===== src/rtl/rxq_pkg.sv =====
package rxq_pkg;
    localparam int CHAR_W = 8;

    typedef struct packed {
        logic              brk;
        logic              frm;
        logic              par;
        logic [CHAR_W-1:0] ch;
    } rx_word_t;

    typedef enum logic [1:0] {
        T_EMPTY = 2'd0,
        T_COUNT = 2'd1,
        T_FIRED = 2'd2
    } tmr_state_e;

    // Threshold table: the large variant is used for depths of 64 and above.
    function automatic int trig_level(input int depth, input logic [1:0] code);
        if (depth >= 64) begin
            unique case (code)
                2'd0: return 8;
                2'd1: return 16;
                2'd2: return 56;
                default: return 60;
            endcase
        end else begin
            unique case (code)
                2'd0: return 1;
                2'd1: return 4;
                2'd2: return 8;
                default: return 14;
            endcase
        end
    endfunction
endpackage


===== src/rtl/rxq_store.sv =====
module rxq_store
    import rxq_pkg::*;
#(
    parameter int DEPTH = 16,
    parameter int CNT_W = $clog2(DEPTH + 1)
) (
    input  logic             clk,
    input  logic             rst_n,
    input  logic             wr_en,
    input  rx_word_t         wr_word,
    input  logic             rd_en,
    output rx_word_t         rd_word,
    output logic [CNT_W-1:0] level,
    output logic [CNT_W-1:0] level_nxt,
    output logic             wr_take,
    output logic             wr_drop,
    output logic             rd_take
);
    localparam int AW = $clog2(DEPTH);

    rx_word_t        mem [DEPTH];
    logic [AW-1:0]   wptr_q, rptr_q;
    logic            empty, full;

    assign empty     = (level == '0);
    assign full      = (level == CNT_W'(DEPTH));
    assign rd_take   = rd_en && !empty;
    assign wr_take   = wr_en && (!full || rd_take);
    assign wr_drop   = wr_en && !wr_take;
    assign level_nxt = level + CNT_W'(wr_take) - CNT_W'(rd_take);

    always_ff @(posedge clk) begin
        if (wr_take) mem[wptr_q] <= wr_word;
    end

    always_ff @(posedge clk) begin
        if (!rst_n) begin
            wptr_q  <= '0;
            rptr_q  <= '0;
            level   <= '0;
            rd_word <= '0;
        end else begin
            level <= level_nxt;
            if (wr_take) wptr_q <= wptr_q + AW'(1);
            if (rd_take) begin
                rd_word <= mem[rptr_q];
                rptr_q  <= rptr_q + AW'(1);
            end
        end
    end


    fill_bound_chk: assert property (@(posedge clk) disable iff (!rst_n)
        level <= CNT_W'(DEPTH));


    empty_read_hold_chk: assert property (@(posedge clk) disable iff (!rst_n)
        (rd_en && empty) |=> $stable(rd_word));
endmodule


===== src/rtl/rxq_idle_timer.sv =====
module rxq_idle_timer
    import rxq_pkg::*;
#(
    parameter int CT_W = 8
) (
    input  logic            clk,
    input  logic            rst_n,
    input  logic            activity,
    input  logic            hold_nz,
    input  logic [CT_W-1:0] char_time,
    output logic            fired
);
    localparam int TW = CT_W + 2;

    tmr_state_e    state_q, state_d;
    logic [TW-1:0] tmr_q, tmr_d, tmr_inc, limit;

    assign limit   = {char_time, 2'b00};
    assign tmr_inc = tmr_q + TW'(1);

    always_comb begin
        state_d = state_q;
        tmr_d   = tmr_q;
        if (!hold_nz) begin
            state_d = T_EMPTY;
            tmr_d   = '0;
        end else if (activity) begin
            state_d = T_COUNT;
            tmr_d   = '0;
        end else begin
            unique case (state_q)
                T_EMPTY: begin
                    state_d = T_COUNT;
                    tmr_d   = '0;
                end
                T_COUNT: begin
                    if (tmr_inc >= limit) state_d = T_FIRED;
                    else tmr_d = tmr_inc;
                end
                T_FIRED: state_d = T_FIRED;
                default: state_d = T_EMPTY;
            endcase
        end
    end

    always_ff @(posedge clk) begin
        if (!rst_n) begin
            state_q <= T_EMPTY;
            tmr_q   <= '0;
        end else begin
            state_q <= state_d;
            tmr_q   <= tmr_d;
        end
    end

    always_comb begin
        fired = (state_q == T_FIRED);
    end


    restart_clears_chk: assert property (@(posedge clk) disable iff (!rst_n)
        activity |=> (state_q != T_FIRED));


    empty_never_fired_chk: assert property (@(posedge clk) disable iff (!rst_n)
        !hold_nz |=> (state_q == T_EMPTY));
endmodule


===== src/rtl/rx_char_fifo.sv =====
module rx_char_fifo
    import rxq_pkg::*;
#(
    parameter int DEPTH = 16,
    parameter int CT_W  = 8,
    localparam int CNT_W = $clog2(DEPTH + 1)
) (
    input  logic             clk,
    input  logic             rst_n,
    input  logic             wr_en,
    input  logic [7:0]       wr_char,
    input  logic             wr_par,
    input  logic             wr_frm,
    input  logic             wr_brk,
    input  logic             rd_en,
    output logic [7:0]       rd_char,
    output logic             rd_par,
    output logic             rd_frm,
    output logic             rd_brk,
    input  logic [1:0]       trig_code,
    input  logic             fifo_en,
    input  logic             rx_req_en,
    input  logic [CT_W-1:0]  char_time,
    input  logic             ovr_rd,
    output logic [CNT_W-1:0] fill_level,
    output logic             data_avail_req,
    output logic             timeout_req,
    output logic             overrun
);
    rx_word_t         wr_word, rd_word;
    logic [CNT_W-1:0] level_nxt, thr;
    logic             wr_take, wr_drop, rd_take, fired, ovr_q;

    assign wr_word = '{brk: wr_brk, frm: wr_frm, par: wr_par, ch: wr_char};

    rxq_store #(.DEPTH(DEPTH), .CNT_W(CNT_W)) u_store (
        .clk(clk), .rst_n(rst_n), .wr_en(wr_en), .wr_word(wr_word),
        .rd_en(rd_en), .rd_word(rd_word), .level(fill_level),
        .level_nxt(level_nxt), .wr_take(wr_take), .wr_drop(wr_drop),
        .rd_take(rd_take)
    );

    rxq_idle_timer #(.CT_W(CT_W)) u_timer (
        .clk(clk), .rst_n(rst_n), .activity(wr_take || rd_en),
        .hold_nz(level_nxt != '0), .char_time(char_time), .fired(fired)
    );

    assign thr            = CNT_W'(trig_level(DEPTH, trig_code));
    assign data_avail_req = (fill_level >= thr);
    assign timeout_req    = fired && fifo_en && rx_req_en;

    assign rd_char = rd_word.ch;
    assign rd_par  = rd_word.par;
    assign rd_frm  = rd_word.frm;
    assign rd_brk  = rd_word.brk;

    always_ff @(posedge clk) begin
        if (!rst_n)       ovr_q <= 1'b0;
        else if (wr_drop) ovr_q <= 1'b1;
        else if (ovr_rd)  ovr_q <= 1'b0;
    end
    assign overrun = ovr_q;


    overrun_set_chk: assert property (@(posedge clk) disable iff (!rst_n)
        wr_drop |=> overrun);


    full_swap_chk: assert property (@(posedge clk) disable iff (!rst_n)
        (wr_en && rd_en && fill_level == CNT_W'(DEPTH)) |=> (fill_level == CNT_W'(DEPTH)));


    timeout_nonempty_chk: assert property (@(posedge clk) disable iff (!rst_n)
        timeout_req |-> (fill_level != '0));


    level_step_chk: assert property (@(posedge clk) disable iff (!rst_n)
        (!wr_en && !rd_en) |=> $stable(fill_level));
endmodule


===== config.mk =====
export PLATFORM = sky130hd
export DESIGN_NAME = rx_char_fifo
export DESIGN_NICKNAME = d
export VERILOG_FILES = /design/src/rtl/rxq_pkg.sv /design/src/rtl/rxq_store.sv /design/src/rtl/rxq_idle_timer.sv /design/src/rtl/rx_char_fifo.sv
export SDC_FILE = /design/constraint.sdc
export NUM_CORES = 1
export LEC_CHECK = 0
export BUFFER_PORTS_ARGS = -buffer_cell sky130_fd_sc_hd__buf_2
export CAP_MARGIN = 0
export CORE_MARGIN = 2
export CORE_UTILIZATION = 65
export CTS_CLUSTER_SIZE = 20
export DETAILED_ROUTE_END_ITERATION = 6
export GPL_TIMING_DRIVEN = 0
export PLACE_DENSITY = 0.93
export SYNTH_ARGS = -nofsm -noshare
export SYNTH_HDL_FRONTEND = slang
export SYNTH_SLANG_ARGS = --single-unit

===== constraint.sdc =====
create_clock -name clk -period 5.87 [get_ports clk]
set_input_delay 0 -clock clk [delete_from_list [all_inputs] [get_ports clk]]
set_output_delay 0 -clock clk [all_outputs]
set_load 0.02 [all_outputs]

Yosys cells after proc, flatten, opt, wreduce, memory -nomap -nowiden:

Memory sizes are Yosys's and may differ from the RTL's. A register that Yosys moved wholly into a read port is not among the register bits.
Index checks and enable logic that the tools add are counted.

* equality and inequality tests: 8
* $lt $le $gt $ge: 2
* multiplexer cells: 10
* bitwise logic cells: 2
* reduce and logical (&&, ||, !) cells: 20
* $add $sub $neg: 5

Operators with widths (count)
* $pmux 10 s2: 1
* $pmux 4 s3: 1
* $add 10x1->10 const B: 1
* $ge 10x10->1: 1
* $mux 10: 1
* $add 4x1->4 const B: 2
* $pmux 2 s3: 1
* $add 5x1->5: 1
* $eq 5x5->1 const B: 1
* $ge 5x5->1: 1
* $logic_and 1x1->1: 5
* $logic_not 5->1: 1
* $mux 1: 5
* $reduce_bool 5->1: 1
* $sub 5x1->5: 1
* $eq 2x1->1 const B: 2
* $eq 2x2->1 const B: 2
* $logic_not 1->1: 4
* $logic_not 2->1: 2
* $reduce_and 2->1: 2
* $reduce_bool 2->1: 2
* $ne 3x1->1 const B: 1
* $reduce_or 3->1: 1
* $logic_or 1x1->1: 2
* other kinds (4): 5

* output and inout bits: 19
* logic and storage cells: 55
* register bits: 26
* memory bits (writable): 176
* bits of input ports: 28
* memories: 1

Memory list
* u_store.mem: words 16, bits a word 11, read ports 1, clocked after memory_dff 1, wr ports 1, RTL line rxq_store.sv:21 `rx_word_t mem [DEPTH];`

Longest topological paths before layout:

* depth in word-level cells: 10
* depth in mapped cells: 16

Cells and area by module:

From an unflattened synthesis, not the netlist that was laid out.

* cell total of the unflattened synthesis: 541
* area total of the unflattened synthesis: 9213.8 sq um

By module, submodules not included
* rxq_store: instances 1, cells an instance 398, area an instance 8084.0 sq um
* rxq_idle_timer: instances 1, cells an instance 120, area an instance 950.9 sq um
* rx_char_fifo: instances 1, cells an instance 23, area an instance 178.9 sq um

Worst setup path before layout:

No wires, ideal clock.

* path kind: register -> register
* start: register u_store.level[3]
* end: register u_timer.tmr_q[2]
* library setup time: 0.122 ns
* arrival: 3.331 ns
* stages on the path, launching flop included: 16
* path buffers: 3
* path slack: 2.417 ns
* period minus slack after synthesis: 3.453 ns
* path through: dfxtp_1 > inv_1 > ha_1 > inv_1 > o41a_1 > buf_2 > buf_1 > ha_1 > inv_1 > ha_1 > fa_1 > xor2_1 > or3_4 > o311ai_4 > buf_6 > a21oi_1

* cells in the longest elaborated chain, start to end: 10
* elaborated cells between the ends (all ways): 13
* classes of those cells: 2 x add/sub; 1 x eq/ne; 1 x bitwise; 9 x reduce/logical

RTL lines
* from (decl): RTL line rxq_store.sv:13 `output logic [CNT_W-1:0] level,`
* from (signal assigned): RTL line rxq_store.sv:43 `level <= level_nxt;`
* $logic_not 5->1 (*): RTL line rxq_store.sv:25 `assign empty = (level == '0);`
* $logic_not 1->1 (*): RTL line rxq_store.sv:27 `assign rd_take = rd_en && !empty;`
* $logic_and 1x1->1 (*): RTL line rxq_store.sv:27
* net rd_take: RTL line rx_char_fifo.sv:32 `logic wr_take, wr_drop, rd_take, fired, ovr_q;`
* $logic_or 1x1->1: RTL line rxq_store.sv:28 `assign wr_take = wr_en && (!full || rd_take);`
* $logic_and 1x1->1: RTL line rxq_store.sv:28
* $add 5x1->5: RTL line rxq_store.sv:30 `assign level_nxt = level + CNT_W'(wr_take) - CNT_W'(rd_take);`
* $sub 5x1->5: RTL line rxq_store.sv:30
* $reduce_bool 5->1: RTL line rx_char_fifo.sv:45 `.hold_nz(level_nxt != '0), .char_time(char_time), .fired(fired)`
* $not 1->1 (no line)
* $reduce_or 3->1 (no line) (*)
* to (signal assigned): RTL line rxq_idle_timer.sv:52 `tmr_q <= tmr_d;`
* to (decl): RTL line rxq_idle_timer.sv:16 `logic [TW-1:0] tmr_q, tmr_d, tmr_inc, limit;`

Mark *: on every way through the listed nets, which the timed path passes. The rest lies on a longest branch.
A chain may end at the register's enable or synchronous reset.

Worst setup path after layout:

* start: register u_store.level[3]
* end: register u_timer.tmr_q[4]

The elaborated chain is that of the path after synthesis.

==> results.toml <==
[final_layout]
diodes = 0
syn_to_final_growth_pct = 15.0
nets = 678
stdcell_count = 811
fill_cells = 717
drive_above_1_share_pct = 21.4
fin_area_sq_mm = 0.0103

[placed_design]
place_hpwl_um = 12500
placed_area_sq_mm = 0.00949
portBuffers = 45
place_congestion = 0.887
post-place-cells = 760

[route]
wire_per_inst_um = 25.7
dr_wl_met2_um = 10400
wl_met1_um = 7770
drt_pre_antenna_iters = 5
drc_errors = 0
drt_iter0_drc = 676
drtAntennaViolNets = 0
topRoutingLayerUsed = "met4"
drt-vias-per-instance = 6.71
drt_wl_total_um = 20800
wl_met3_um = 1720
dr_total_vias = 5438

[setup_path]
cp-end-kind = "flop"
critPathRequiredTime_ns = 6.24
reg2reg_depth = 15
crit_fanout = 10
timing.rr.start = "u_store.level[3]"
arrival_ns = 4.34
critical_path_class = "reg2reg"
rr_endpoint = "u_timer.tmr_q[4]"
timing.reg2reg.setup_slack_ns = 1.90
start_kind = "flop"

[hold_path]
hold_path_depth = 3
min_to = "u_timer.tmr_q[9]"
min_from = "rst_n"
hold_path_class = "in2reg"

[clock_network]
clk_path_buf_depth = 3
post_cts_buffers = 0
cts-resized-gates = 0
htree_levels = 1
cts_made_buffers = 21
clk_transition_reported_paths_ns = 0.07
cts_tree = "yes"
clkSinkCount = 213
ctsHoldBuffers = 14
clockRootBuffer = "clkbuf_16"
clk_latency_ns = 0.49

[timing]
setup_viol = 0
fmax_mhz = 252
rsz0062_at_grt = "false"
min_period_over_period_pct = 67.6
fin_tns_setup_ns = 0
maxSlewHeadroom_pct = 9.69
fin_crit_ns = 3.97
fin_skew_ns = 0.0125
drv_slew = 0
tightest_slew_ns = 1.35
final_hold_viol_count = 0

[die]
die_height_um = 122
io_pins = 47
dieArea_sq_mm = 0.0148
die_x_um = 122
coreArea_sq_mm = 0.0134
initial_core_util_pct = 67.1
rows = 42

[logic_synthesis]
synth_area_sq_mm = 0.00899
synth_edf_count = 176
synth_top_flop_cell = "edfxtp_1"
ys_seq_elements = 213
yosysWarnings = 0
synth.net_count = 593
ys_async_sr_fraction_pct = 0
ys_seq_area_share_pct = 67.0
syn_inst = 536
ys_types = 49
avgSynthCellArea_sq_um = 16.8

[pwr]
finalPower_mw = 4.13
powerDensity_mw_per_mm2 = 399
ir_drop_uv = 350
power.leakage_nw = 3.65

[global_route]
grt_max_degree = 17
grt_overflow = 0
grt_pass1_vias = 5465
antenna_found_initial = 0
grt.total_usage_pct = 29.6
grt_first_pass_wirelength_um = 31700

[outcome]
status = "finished, final reports clean"

[run]
cap_violations = 0
## stage by stage
| stage | setup WS (ns) | util [%] | hold WS (ns) |
|---|---|---|---|
| after floorplan | 2.42 | - | 0.0989 |
| after global placement | 2.17 | 70.4 | 0.287 |
| after detailed placement | 2.05 | 70.8 | 0.299 |
| after CTS | 1.98 | 77.2 | 0.0189 |
| after global routing | 1.78 | 77.2 | 0.0650 |
| final | 1.90 | 77.2 | 0.0415 |
## routing by layer
metal / GRT usage [%] / vias to the layer above
met5: 0 / -
met4: 11.6 / 0
met3: 4.78 / 76
met2: 51.3 / 370
met1: 38.1 / 2690
li1: - / 2302
## state kept, by name, summed over array words and instances, names as in the netlist
| name | count |
|---|---|
| u_timer.tmr_q | 10 |
| u_store.level | 5 |
| u_store.rd_word | 11 |
| overrun | 1 |
| u_store.wptr_q | 4 |
| u_store.rptr_q | 4 |
| u_timer.state_q | 2 |
| u_store.mem | 176 |
## cell usage after synthesis, types with 14 or more instances
cell type	instances	area (sq um)
mux4_2	19	428
a21oi_1	18	90.1
edfxtp_1	176	5290
nand2_1	22	82.6
o22ai_1	22	138
mux4_1	25	657
dfxtp_1	37	741
and2_1	14	87.6
buf_2	17	85.1
inv_1	21	78.8
ha_1	28	350
nor2_1	20	75.1
o211ai_1	14	105
## cells by family after synthesis
| logic type | count (synthesis) | share of synthesized area, % |
|---|---|---|
| flops | 213 | 67.0 |
| buf+inv | 51 | 3.01 |
| simple gates | 103 | 5.98 |
| mux | 45 | 12.2 |
| xor+xnor | 14 | 1.36 |
| fa+ha+maj | 29 | 4.12 |
| compound gates | 81 | 6.36 |
## worst max-delay path by stage
stage                           startpoint          endpoint  slack (ns)  cells past startpoint
after floorplan           u_store.level[3]  u_timer.tmr_q[2]        2.42                     15
after global placement    u_store.level[3]  u_timer.tmr_q[2]        2.17                     15
after detailed placement  u_store.level[3]  u_timer.tmr_q[4]        2.05                     15
after CTS                 u_store.level[3]  u_timer.tmr_q[4]        1.98                     15
after global routing      u_store.level[3]  u_timer.tmr_q[4]        1.78                     15
final                     u_store.level[3]  u_timer.tmr_q[4]        1.90                     15
## critical path: stages, from the launching register on
cell and delay (ns):
dfxtp_1 0.35, inv_1 0.09, ha_1 0.16, inv_1 0.04, o41a_1 0.40, buf_2 0.19
buf_1 0.38, ha_1 0.43, inv_1 0.04, ha_1 0.20, fa_1 0.41, xor2_1 0.20
or3_4 0.37, o311ai_4 0.32, buf_6 0.19, a21oi_1 0.07
## report_power, final
group | switching (mW) | total [mW] | internal [mW]
Sequential | 0.0564 | 1.77 | 1.71
Clock | 0.570 | 1.40 | 0.835
Combinational | 0.536 | 0.953 | 0.417
Total | 1.16 | 4.13 | 2.96
## cell type report
type	instances	area [sq um]	area share [%]
Clock buffer	23	533	5.15
Clock inverter	14	181	1.75
Buffer	30	191	1.85
Multi-Input combinational cell	272	2720	26.3
Timing Repair Buffer	62	395	3.82
Tap cell	176	220	2.13
Inverter	21	78.8	0.762
Sequential cell	213	6030	58.3
## placed cells by master, fill, tap and decap left out, types with 7 or more instances in the layout
master	netlist	routed
edfxtp_1	176	176
buf_2	17	62
dfxtp_1	37	37
ha_1	28	28
mux4_1	25	25
nand2_1	22	22
o22ai_1	22	22
inv_1	21	21
clkbuf_16	0	21
nor2_1	20	20
mux4_2	19	19
a21oi_1	18	18
and2_1	14	14
o211ai_1	14	14
dlygate4sd3_1	0	14
nand3_1	11	11
o32ai_1	11	11
xnor2_1	10	10
nor2b_1	8	8
clkbuf_1	5	7
nand2b_1	7	7
Note: power is estimated with default switching activity, not from simulation.
